$ cat config.mk
export PLATFORM = sky130hd
export DESIGN_NAME = mem_space_bridge
export DESIGN_NICKNAME = d
export VERILOG_FILES = /design/src/rtl/mem_space_bridge_pkg.sv /design/src/rtl/mem_space_bridge_addr_map.sv /design/src/rtl/mem_space_bridge_plan.sv /design/src/rtl/mem_space_bridge_lanes.sv /design/src/rtl/mem_space_bridge_seq.sv /design/src/rtl/mem_space_bridge.sv
export SDC_FILE = /design/constraint.sdc
export NUM_CORES = 1
export LEC_CHECK = 0
export ABC_AREA = 1
export BUFFER_PORTS_ARGS = -buffer_cell sky130_fd_sc_hd__buf_2
export CORE_MARGIN = 3
export CORE_UTILIZATION = 54
export CTS_CLUSTER_DIAMETER = 50
export CTS_CLUSTER_SIZE = 10
export DETAILED_ROUTE_END_ITERATION = 16
export GPL_TIMING_DRIVEN = 0
export PLACE_DENSITY = 0.81
export SYNTH_ARGS = -nofsm -noshare
export SYNTH_HDL_FRONTEND = slang
export SYNTH_SLANG_ARGS = --single-unit
$ cat constraint.sdc
create_clock -name clk_i -period 2.8 [get_ports clk_i]
set_input_delay 0.28 -clock clk_i [delete_from_list [all_inputs] [get_ports clk_i]]
set_output_delay 0.28 -clock clk_i [all_outputs]
set_load 0.005 [all_outputs]
$ cat src/rtl/mem_space_bridge_pkg.sv
package mem_space_bridge_pkg;
  localparam int WORD_W     = 16;
  localparam int HOST_W     = 32;
  localparam int HOST_BYTES = HOST_W / 8;
  localparam int BEAT_W     = 2;
  localparam int SIZE_W     = 3;
  localparam int CNT_W      = 3;

  localparam logic [SIZE_W-1:0] SZ_BYTE = 3'd1;
  localparam logic [SIZE_W-1:0] SZ_HALF = 3'd2;
  localparam logic [SIZE_W-1:0] SZ_WORD = 3'd4;

  typedef enum logic [2:0] {
    ST_IDLE,
    ST_ACCESS,
    ST_RMW_RD,
    ST_RMW_WR,
    ST_RESP
  } state_e;
endpackage

$ cat src/rtl/mem_space_bridge_addr_map.sv
module mem_space_bridge_addr_map #(
  parameter int                ADDR_W    = 24,
  parameter int                TAG_W     = 8,
  parameter logic [ADDR_W-1:0] DATA_BASE = 'h200000,
  parameter logic [TAG_W-1:0]  PASS_TAG  = '1
) (
  input  logic [ADDR_W-1:0] addr_i,
  output logic              space_o,
  output logic [ADDR_W-1:0] waddr_o
);
  logic pass;

  assign space_o = (addr_i >= DATA_BASE);
  assign pass    = (addr_i[ADDR_W-1 -: TAG_W] == PASS_TAG);
  assign waddr_o = (space_o && !pass) ? (addr_i - DATA_BASE) : addr_i;
endmodule

$ cat src/rtl/mem_space_bridge_plan.sv
module mem_space_bridge_plan
  import mem_space_bridge_pkg::*;
(
  input  logic [SIZE_W-1:0] size_i,
  input  logic [CNT_W-1:0]  bcnt_i,
  input  logic              write_i,
  output logic              legal_o,
  output logic [BEAT_W-1:0] beats_o,
  output logic              rmw_o,
  output logic              is_byte_o
);
  logic [CNT_W:0] round_up;

  assign round_up = {1'b0, bcnt_i} + {{CNT_W{1'b0}}, 1'b1};

  always_comb begin
    legal_o   = 1'b0;
    beats_o   = '0;
    rmw_o     = 1'b0;
    is_byte_o = 1'b0;
    case (size_i)
      SZ_HALF: begin
        legal_o = 1'b1;
        beats_o = 2'd1;
      end
      SZ_WORD: begin
        legal_o = 1'b1;
        beats_o = 2'd2;
      end
      SZ_BYTE: begin
        is_byte_o = 1'b1;
        legal_o   = (bcnt_i != '0) && (bcnt_i <= CNT_W'(HOST_BYTES));
        // writes issue only whole pairs; the odd byte goes through rmw
        beats_o   = write_i ? bcnt_i[2:1] : round_up[2:1];
        rmw_o     = write_i & bcnt_i[0];
      end
      default: ;
    endcase
  end
endmodule

$ cat src/rtl/mem_space_bridge_lanes.sv
module mem_space_bridge_lanes
  import mem_space_bridge_pkg::*;
(
  input  logic [HOST_W-1:0] wdata_i,
  input  logic              beat_i,
  input  logic [CNT_W-1:0]  bcnt_i,
  input  logic [7:0]        old_hi_i,
  input  logic              byte_mode_i,
  output logic [WORD_W-1:0] beat_word_o,
  output logic [WORD_W-1:0] merge_word_o,
  output logic [HOST_W-1:0] keep_mask_o
);
  logic [7:0] bytes [HOST_BYTES];
  logic [1:0] last_idx;
  logic [CNT_W-1:0] last_cnt;

  for (genvar g = 0; g < HOST_BYTES; g++) begin : g_lane
    assign bytes[g] = wdata_i[8*g +: 8];
    assign keep_mask_o[8*g +: 8] =
      (!byte_mode_i || (bcnt_i > CNT_W'(g))) ? 8'hFF : 8'h00;
  end

  assign last_cnt     = bcnt_i - {{(CNT_W-1){1'b0}}, 1'b1};
  assign last_idx     = last_cnt[1:0];
  assign beat_word_o  = beat_i ? wdata_i[HOST_W-1:WORD_W] : wdata_i[WORD_W-1:0];
  assign merge_word_o = {old_hi_i, bytes[last_idx]};
endmodule

$ cat src/rtl/mem_space_bridge_seq.sv
module mem_space_bridge_seq
  import mem_space_bridge_pkg::*;
#(
  parameter int ADDR_W = 24
) (
  input  logic              clk_i,
  input  logic              rst_ni,
  input  logic              req_valid_i,
  output logic              req_ready_o,
  input  logic              req_write_i,
  input  logic [CNT_W-1:0]  req_bcnt_i,
  input  logic [HOST_W-1:0] req_wdata_i,
  input  logic              dec_space_i,
  input  logic [ADDR_W-1:0] dec_addr_i,
  input  logic              plan_legal_i,
  input  logic [BEAT_W-1:0] plan_beats_i,
  input  logic              plan_rmw_i,
  input  logic              plan_byte_i,
  output logic              rsp_valid_o,
  input  logic              rsp_ready_i,
  output logic              rsp_err_o,
  output logic [HOST_W-1:0] rsp_rdata_o,
  output logic              mem_valid_o,
  input  logic              mem_ready_i,
  output logic              mem_write_o,
  output logic              mem_space_o,
  output logic [ADDR_W-1:0] mem_addr_o,
  output logic [WORD_W-1:0] mem_wdata_o,
  input  logic [WORD_W-1:0] mem_rdata_i
);
  state_e            state_q;
  logic              write_q, byte_q, rmw_q, err_q, space_q;
  logic [CNT_W-1:0]  bcnt_q;
  logic [BEAT_W-1:0] beats_q, beat_q, last_beat;
  logic [ADDR_W-1:0] base_q;
  logic [HOST_W-1:0] wdata_q, rdata_q;
  logic [7:0]        old_hi_q;
  logic [WORD_W-1:0] beat_word, merge_word;
  logic [HOST_W-1:0] keep_mask;

  mem_space_bridge_lanes u_lanes (
    .wdata_i     (wdata_q),
    .beat_i      (beat_q[0]),
    .bcnt_i      (bcnt_q),
    .old_hi_i    (old_hi_q),
    .byte_mode_i (byte_q),
    .beat_word_o (beat_word),
    .merge_word_o(merge_word),
    .keep_mask_o (keep_mask)
  );

  assign last_beat = beats_q - {{(BEAT_W-1){1'b0}}, 1'b1};

  always_ff @(posedge clk_i or negedge rst_ni) begin
    if (!rst_ni) begin
      state_q  <= ST_IDLE;
      write_q  <= 1'b0;
      byte_q   <= 1'b0;
      rmw_q    <= 1'b0;
      err_q    <= 1'b0;
      space_q  <= 1'b0;
      bcnt_q   <= '0;
      beats_q  <= '0;
      beat_q   <= '0;
      base_q   <= '0;
      wdata_q  <= '0;
      rdata_q  <= '0;
      old_hi_q <= '0;
    end else begin
      case (state_q)
        ST_IDLE: begin
          if (req_valid_i) begin
            write_q <= req_write_i;
            byte_q  <= plan_byte_i;
            rmw_q   <= plan_rmw_i;
            err_q   <= !plan_legal_i;
            space_q <= dec_space_i;
            bcnt_q  <= req_bcnt_i;
            beats_q <= plan_beats_i;
            beat_q  <= '0;
            base_q  <= dec_addr_i;
            wdata_q <= req_wdata_i;
            rdata_q <= '0;
            if (!plan_legal_i)              state_q <= ST_RESP;
            else if (plan_beats_i == '0)    state_q <= ST_RMW_RD;
            else                            state_q <= ST_ACCESS;
          end
        end
        ST_ACCESS: begin
          if (mem_ready_i) begin
            if (!write_q) begin
              if (beat_q[0]) rdata_q[HOST_W-1:WORD_W] <= mem_rdata_i;
              else           rdata_q[WORD_W-1:0]      <= mem_rdata_i;
            end
            if (beat_q == last_beat) state_q <= rmw_q ? ST_RMW_RD : ST_RESP;
            else                     beat_q  <= beat_q + {{(BEAT_W-1){1'b0}}, 1'b1};
          end
        end
        ST_RMW_RD: begin
          if (mem_ready_i) begin
            old_hi_q <= mem_rdata_i[WORD_W-1:8];
            state_q  <= ST_RMW_WR;
          end
        end
        ST_RMW_WR: begin
          if (mem_ready_i) state_q <= ST_RESP;
        end
        ST_RESP: begin
          if (rsp_ready_i) state_q <= ST_IDLE;
        end
        default: state_q <= ST_IDLE;
      endcase
    end
  end

  assign req_ready_o = (state_q == ST_IDLE);
  assign rsp_valid_o = (state_q == ST_RESP);
  assign rsp_err_o   = err_q;
  assign rsp_rdata_o = rdata_q & keep_mask;
  assign mem_space_o = space_q;

  always_comb begin
    mem_valid_o = 1'b0;
    mem_write_o = 1'b0;
    mem_addr_o  = base_q;
    mem_wdata_o = '0;
    case (state_q)
      ST_ACCESS: begin
        mem_valid_o = 1'b1;
        mem_write_o = write_q;
        mem_addr_o  = base_q + {{(ADDR_W-BEAT_W){1'b0}}, beat_q};
        mem_wdata_o = beat_word;
      end
      ST_RMW_RD: begin
        mem_valid_o = 1'b1;
        mem_addr_o  = base_q + {{(ADDR_W-BEAT_W){1'b0}}, beats_q};
      end
      ST_RMW_WR: begin
        mem_valid_o = 1'b1;
        mem_write_o = 1'b1;
        mem_addr_o  = base_q + {{(ADDR_W-BEAT_W){1'b0}}, beats_q};
        mem_wdata_o = merge_word;
      end
      default: ;
    endcase
  end
endmodule

$ cat src/rtl/mem_space_bridge.sv
module mem_space_bridge
  import mem_space_bridge_pkg::*;
#(
  parameter int                ADDR_W    = 24,
  parameter int                TAG_W     = 8,
  parameter logic [ADDR_W-1:0] DATA_BASE = 'h200000,
  parameter logic [TAG_W-1:0]  PASS_TAG  = '1
) (
  input  logic              clk_i,
  input  logic              rst_ni,
  input  logic              req_valid_i,
  output logic              req_ready_o,
  input  logic              req_write_i,
  input  logic [SIZE_W-1:0] req_size_i,
  input  logic [CNT_W-1:0]  req_bcnt_i,
  input  logic [ADDR_W-1:0] req_addr_i,
  input  logic [HOST_W-1:0] req_wdata_i,
  output logic              rsp_valid_o,
  input  logic              rsp_ready_i,
  output logic              rsp_err_o,
  output logic [HOST_W-1:0] rsp_rdata_o,
  output logic              mem_valid_o,
  input  logic              mem_ready_i,
  output logic              mem_write_o,
  output logic              mem_space_o,
  output logic [ADDR_W-1:0] mem_addr_o,
  output logic [WORD_W-1:0] mem_wdata_o,
  input  logic [WORD_W-1:0] mem_rdata_i
);
  logic              dec_space;
  logic [ADDR_W-1:0] dec_addr;
  logic              plan_legal, plan_rmw, plan_byte;
  logic [BEAT_W-1:0] plan_beats;

  mem_space_bridge_addr_map #(
    .ADDR_W   (ADDR_W),
    .TAG_W    (TAG_W),
    .DATA_BASE(DATA_BASE),
    .PASS_TAG (PASS_TAG)
  ) u_map (
    .addr_i (req_addr_i),
    .space_o(dec_space),
    .waddr_o(dec_addr)
  );

  mem_space_bridge_plan u_plan (
    .size_i   (req_size_i),
    .bcnt_i   (req_bcnt_i),
    .write_i  (req_write_i),
    .legal_o  (plan_legal),
    .beats_o  (plan_beats),
    .rmw_o    (plan_rmw),
    .is_byte_o(plan_byte)
  );

  mem_space_bridge_seq #(.ADDR_W(ADDR_W)) u_seq (
    .clk_i       (clk_i),
    .rst_ni      (rst_ni),
    .req_valid_i (req_valid_i),
    .req_ready_o (req_ready_o),
    .req_write_i (req_write_i),
    .req_bcnt_i  (req_bcnt_i),
    .req_wdata_i (req_wdata_i),
    .dec_space_i (dec_space),
    .dec_addr_i  (dec_addr),
    .plan_legal_i(plan_legal),
    .plan_beats_i(plan_beats),
    .plan_rmw_i  (plan_rmw),
    .plan_byte_i (plan_byte),
    .rsp_valid_o (rsp_valid_o),
    .rsp_ready_i (rsp_ready_i),
    .rsp_err_o   (rsp_err_o),
    .rsp_rdata_o (rsp_rdata_o),
    .mem_valid_o (mem_valid_o),
    .mem_ready_i (mem_ready_i),
    .mem_write_o (mem_write_o),
    .mem_space_o (mem_space_o),
    .mem_addr_o  (mem_addr_o),
    .mem_wdata_o (mem_wdata_o),
    .mem_rdata_i (mem_rdata_i)
  );
endmodule

Word level (Yosys, flattened, before mapping)
Cells that the tools add are included.
{"block": "classes", "addsub": 7, "n_lt_le_gt_ge": 7, "eq_ne": 19, "n_mux": 38, "bitwise_logic": 3, "reduce_logical": 22}
{"operator": "$mux W32", "count": 3}
{"operator": "$pmux W32 S2", "count": 1}
{"operator": "$add A24 B2 Y24", "count": 2}
{"operator": "$mux W16", "count": 3}
{"operator": "$mux W8", "count": 6}
{"operator": "$pmux W24 S2", "count": 1}
{"operator": "$and A32 B32 Y32", "count": 1}
{"operator": "$pmux W16 S2", "count": 1}
{"operator": "$ge A24 B22 Y1 const B", "count": 1}
{"operator": "$mux W24", "count": 1}
{"operator": "$mux W3", "count": 8}
{"operator": "$sub A24 B22 Y24 const B", "count": 1}
{"operator": "$bmux W8 S2", "count": 1}
{"operator": "$pmux W3 S5", "count": 1}
{"operator": "$ne A2 B2 Y1 const B", "count": 7}
{"operator": "$mux W2", "count": 5}
{"operator": "$reduce_and A5 Y1", "count": 2}
{"operator": "$eq A3 B2 Y1 const B", "count": 3}
{"operator": "$eq A8 B8 Y1 const B", "count": 1}
{"operator": "$eq A3 B1 Y1 const B", "count": 2}
{"operator": "$eq A3 B3 Y1 const B", "count": 2}
{"operator": "$gt A3 B1 Y1 const B", "count": 2}
{"operator": "$gt A3 B2 Y1 const B", "count": 2}
{"operator": "$ne A2 B1 Y1 const B", "count": 3}
{"operator": "other kinds (24)", "count": 36}
{"block": "totals", "ff_bits": 111, "input_bits": 84, "output_inout_bits": 78, "wordCells": 110}

Longest topological paths before layout
{"block": "logic_depth", "depth_word": 8, "mapped_depth": 14, "ltp_nobuf": 14}

Modules after synthesis
From an unflattened synthesis, not the netlist that was laid out.
{"block": "unflattened", "hier_cells": 932, "area_unflattened_um2": 7028.0}
{"mod": "mem_space_bridge_seq", "n_inst": 1, "cells_per_inst": 687, "area_per_inst_um2": 5719.2, "seq_area_each_um2": 2777.7}
{"mod": "mem_space_bridge_lanes", "n_inst": 1, "cells_per_inst": 177, "area_per_inst_um2": 905.9, "seq_area_each_um2": 0.0}
{"mod": "mem_space_bridge_addr_map", "n_inst": 1, "cells_per_inst": 40, "area_per_inst_um2": 251.5, "seq_area_each_um2": 0.0}
{"mod": "mem_space_bridge_plan", "n_inst": 1, "cells_per_inst": 28, "area_per_inst_um2": 151.4, "seq_area_each_um2": 0.0}

Worst setup path before layout
No wires, ideal clock.
{"block": "synth_path", "path_kind": "register to output", "start": "register u_seq.state_q[1]", "end": "output port mem_addr_o[14]", "t_arrival_ns": 1.945, "required_ns": 2.520, "setup_slack_ns": 0.575, "stages_incl_launch_ff": 13, "n_path_buf": 0, "path_cell_list": "dfrtp_1 > inv_2 > nor2_2 > nand2_1 > o21ai_0 > ha_1 > fa_1 > nand3_1 > inv_1 > nand4_2 > nor2_1 > nand2_1 > xnor2_1"}
{"block": "synth_via", "elab_chain_cells": 3, "word_cells_on_any_way": 5, "classes_between": "eq/ne (3); mux (1); reduce/logical (1)"}
{"element": "start, declared", "line_no": "mem_space_bridge_seq.sv:31", "rtl": "state_e state_q;"}
{"element": "start signal, assigned", "line_no": "mem_space_bridge_seq.sv:95", "rtl": "if (beat_q == last_beat) state_q <= rmw_q ? ST_RMW_RD : ST_RESP;"}
{"element": "$eq A3 B2 Y1", "line_no": "mem_space_bridge_seq.sv:127", "rtl": "case (state_q)"}
{"element": "$reduce_or A2 Y1 (no source line)"}
{"element": "$pmux W24 S2 (*)", "line_no": "mem_space_bridge_seq.sv:127"}
{"element": "end, declared", "line_no": "mem_space_bridge.sv:26", "rtl": "output logic [ADDR_W-1:0] mem_addr_o,"}
Mark *: on every way between the ends. The rest lies on a longest branch, timed or not.

Final worst setup path
Ends and elaborated chain as after synthesis.

==> results.ini <==
[global_route]
grt_pass1_vias=5781
antenna_found_initial=0
grt_use_met3_pct=5.68
grt.busiest_layer=met2
grt_pass1_wl_um=27900
track_usage_pct=26.5
use_met2_pct=41.9
grt-ovfl-total=0
grt_util_met1_pct=38.1
grt_max_degree=58

[routing]
drt-total-wl_um=17600
wl_per_cell_um=14.6
vias_per_cell=5.23
vias=6298
ant_nets=0
drt_iter0_drc=584
drcViolationCount=0
drtPass1Iterations=7

[clock_tree]
cts_tree=built
htree_levels=3
cts_root_buffer=clkbuf_16
path_clk_slew_ns=0.07
hold_buffers=0
numCtsBuffers=9
insertion_delay_ns=0.35
cts_sinks=111
clock_path_buffers=2

[cells_and_area]
nNetsFinal=1151
num_antenna_cells=0
area_growth_pct=22.0
final_common_cell=nand2_1
layoutNonFillerInstCount=1205
layout_common_cells=nand2_1, buf_2, inv_1
drive_above_1_share_pct=25.8

[hold_path]
hp-class=in -> async

[power_and_ir_drop]
power_density_mw_per_mm2=1070
finalPower_mw=8.42
p_leak_nw=4.34
ir_drop_uv=535

[placed_design]
hpwl_um=13200
port_buffers=161
gp_congestion=0.905
place_inst=1183

[timing]
drv_slew=0
min_period_ns=2.74
worst_pin_slew_ns=0.742
clock_skew_ns=0.00944
fin_crit_sh_pct=98.0
fin_hold_ws_ns=-0.0118
fmax_ghz=0.365
rsz0062_at_grt=true
hold_viol=5
setup_viol=0
relSlewSlack_pct=50.5

[synth]
syn-num-nets=972
syn_inst=878
muxShareOfSynthArea_pct=0.349
synth_flop_cell=dfrtp_1
avgSynthCellArea_um2=7.35
netlist_area_mm2=0.00646
synth_cell_types=40
yosys.area.top_type=dfrtp_1
yosysSeqAreaShare_pct=43.0
synth_edf_count=0
synth_top_family_by_area=simple AND/OR/NAND/NOR gates
synthSimpleGateAreaFrac_pct=30.5
yosys.area.top_type_share_pct=43.0
ys_top_cells_by_area=dfrtp_1, nand2_1, inv_1
synthArstFlopShare_pct=100
synth_adder_area_share_pct=2.05
synth-xor-area-share_pct=2.31
yosysWarnings=0
ys_ff_latch=111
synth_compound_area_share_pct=11.2

[floorplanning]
initial_core_util_pct=55.8
dieWidth_um=115
dieArea_mm2=0.0133
io_pins=162
fp-row-count=39
die_h_um=115
coreArea_mm2=0.0116

[critical_path]
start_kind=register
arrival_ns=2.46
critical_path_class=reg -> out
cp_max_fo=5
crit_required_ns=2.52
cp-end-kind=output port

[status]
status=complete, but fails checks
violations=negative hold slack

[run]
cap_violations=0

metal layers:
metal  part of all wire [%]  wire length [um]
met3                    7.8              1370
met5                      0                 0
met1                     44              7780
met4                    1.4               239
met2                     47              8240
cell type report:
class	count	area [um2]
Fill cell	1005	3690
Multi-Input combinational cell	606	3040
Sequential cell	111	2780
Timing Repair Buffer	168	885
Inverter	129	492
Clock buffer	11	233
Buffer	32	216
Tap cell	143	179
Clock inverter	5	48.8
kinds of logic (layout without fill, tap and decap cells):
group           Yosys count  in the layout
buf+inv                 161            345
fa+ha+maj                10             10
simple gates            452            452
flops                   111            111
compound gates          125            125
mux                       2              2
xor+xnor                 17             17
repair_timing:
action | CTS | global route
resized for setup | 12 | 20
setup buffers | 1 | 4
endpoints found under the setup margin | 34 | 24
pin swaps | 1 | 5
cloned | 0 | 1
worst max-delay path, stage by stage (launching register included):
cell and delay (ns):
dfrtp_2 0.39, inv_4 0.04, nor2_4 0.19, nand2_1 0.11, o21ai_2 0.08, ha_2 0.21, fa_2 0.22, nand3_2 0.10
inv_2 0.09, nand4_4 0.12, nor2_4 0.18, nand2_1 0.08, xnor2_1 0.16, buf_2 0.13
synthesized netlist by cell type (all sizes together) (2+ instances only):
library cell / count
dfrtp: 111
xnor2: 7
nand3b: 2
mux2: 2
o21ai: 89
clkbuf: 9
nand2: 304
inv: 128
nor3: 10
xor2: 10
nor2: 78
buf: 23
a21oi: 19
o211ai: 15
nand4: 9
ha: 9
nor4: 2
nand3: 47
through the flow:
| stage | hold slack (ns) | setup TNS [ns] | setup WS [ns] | instance area, um2 | util, % |
|---|---|---|---|---|---|
| 2_1_floorplan | -0.0156 | 0 | 0.575 | 6460 | - |
| 3_3_place_gp | 0.455 | -0.0438 | -0.0438 | 7440 | 64.4 |
| 3_5_place_dp | 0.387 | -0.0322 | -0.0322 | 7470 | 64.6 |
| 4_1_cts | 0.0147 | 0 | 0.0127 | 7790 | 67.3 |
| 5_1_grt | 0.0428 | -0.146 | -0.0682 | 7880 | 68.1 |
| 6_report | -0.0118 | 0 | 0.0570 | 7880 | 68.1 |
power breakdown:
group	internal (mW)	switching [mW]
Sequential	2.29	0.504
Clock	0.625	0.629
Combinational	1.65	2.72
sequential cells by signal, summed over array words and instances, names as in the netlist, 2 cells and up:
register	count
u_seq.base_q	24
u_seq.bcnt_q	3
u_seq.beat_q	2
u_seq.beats_q	2
u_seq.old_hi_q	8
u_seq.rdata_q	32
u_seq.state_q	3
u_seq.wdata_q	32
path summary, 6_finish.rpt:
kind                                   start                 to  slack (ns)  depth (start not counted)
setup reg to reg            u_seq.state_q[1]  u_seq.wdata_q[30]        0.88                          9
min in group clk_i            req_wdata_i[7]   u_seq.wdata_q[7]        0.12                          3
max in group asynchronous             rst_ni  u_seq.wdata_q[24]        2.07                          2
setup / recovery            u_seq.state_q[1]     mem_addr_o[14]        0.06                         13
hold reg to reg            u_seq.rdata_q[12]  u_seq.rdata_q[12]        0.47                          2
hold / removal                        rst_ni   u_seq.base_q[11]       -0.01                          1
Power figures use the tool's default switching activity.
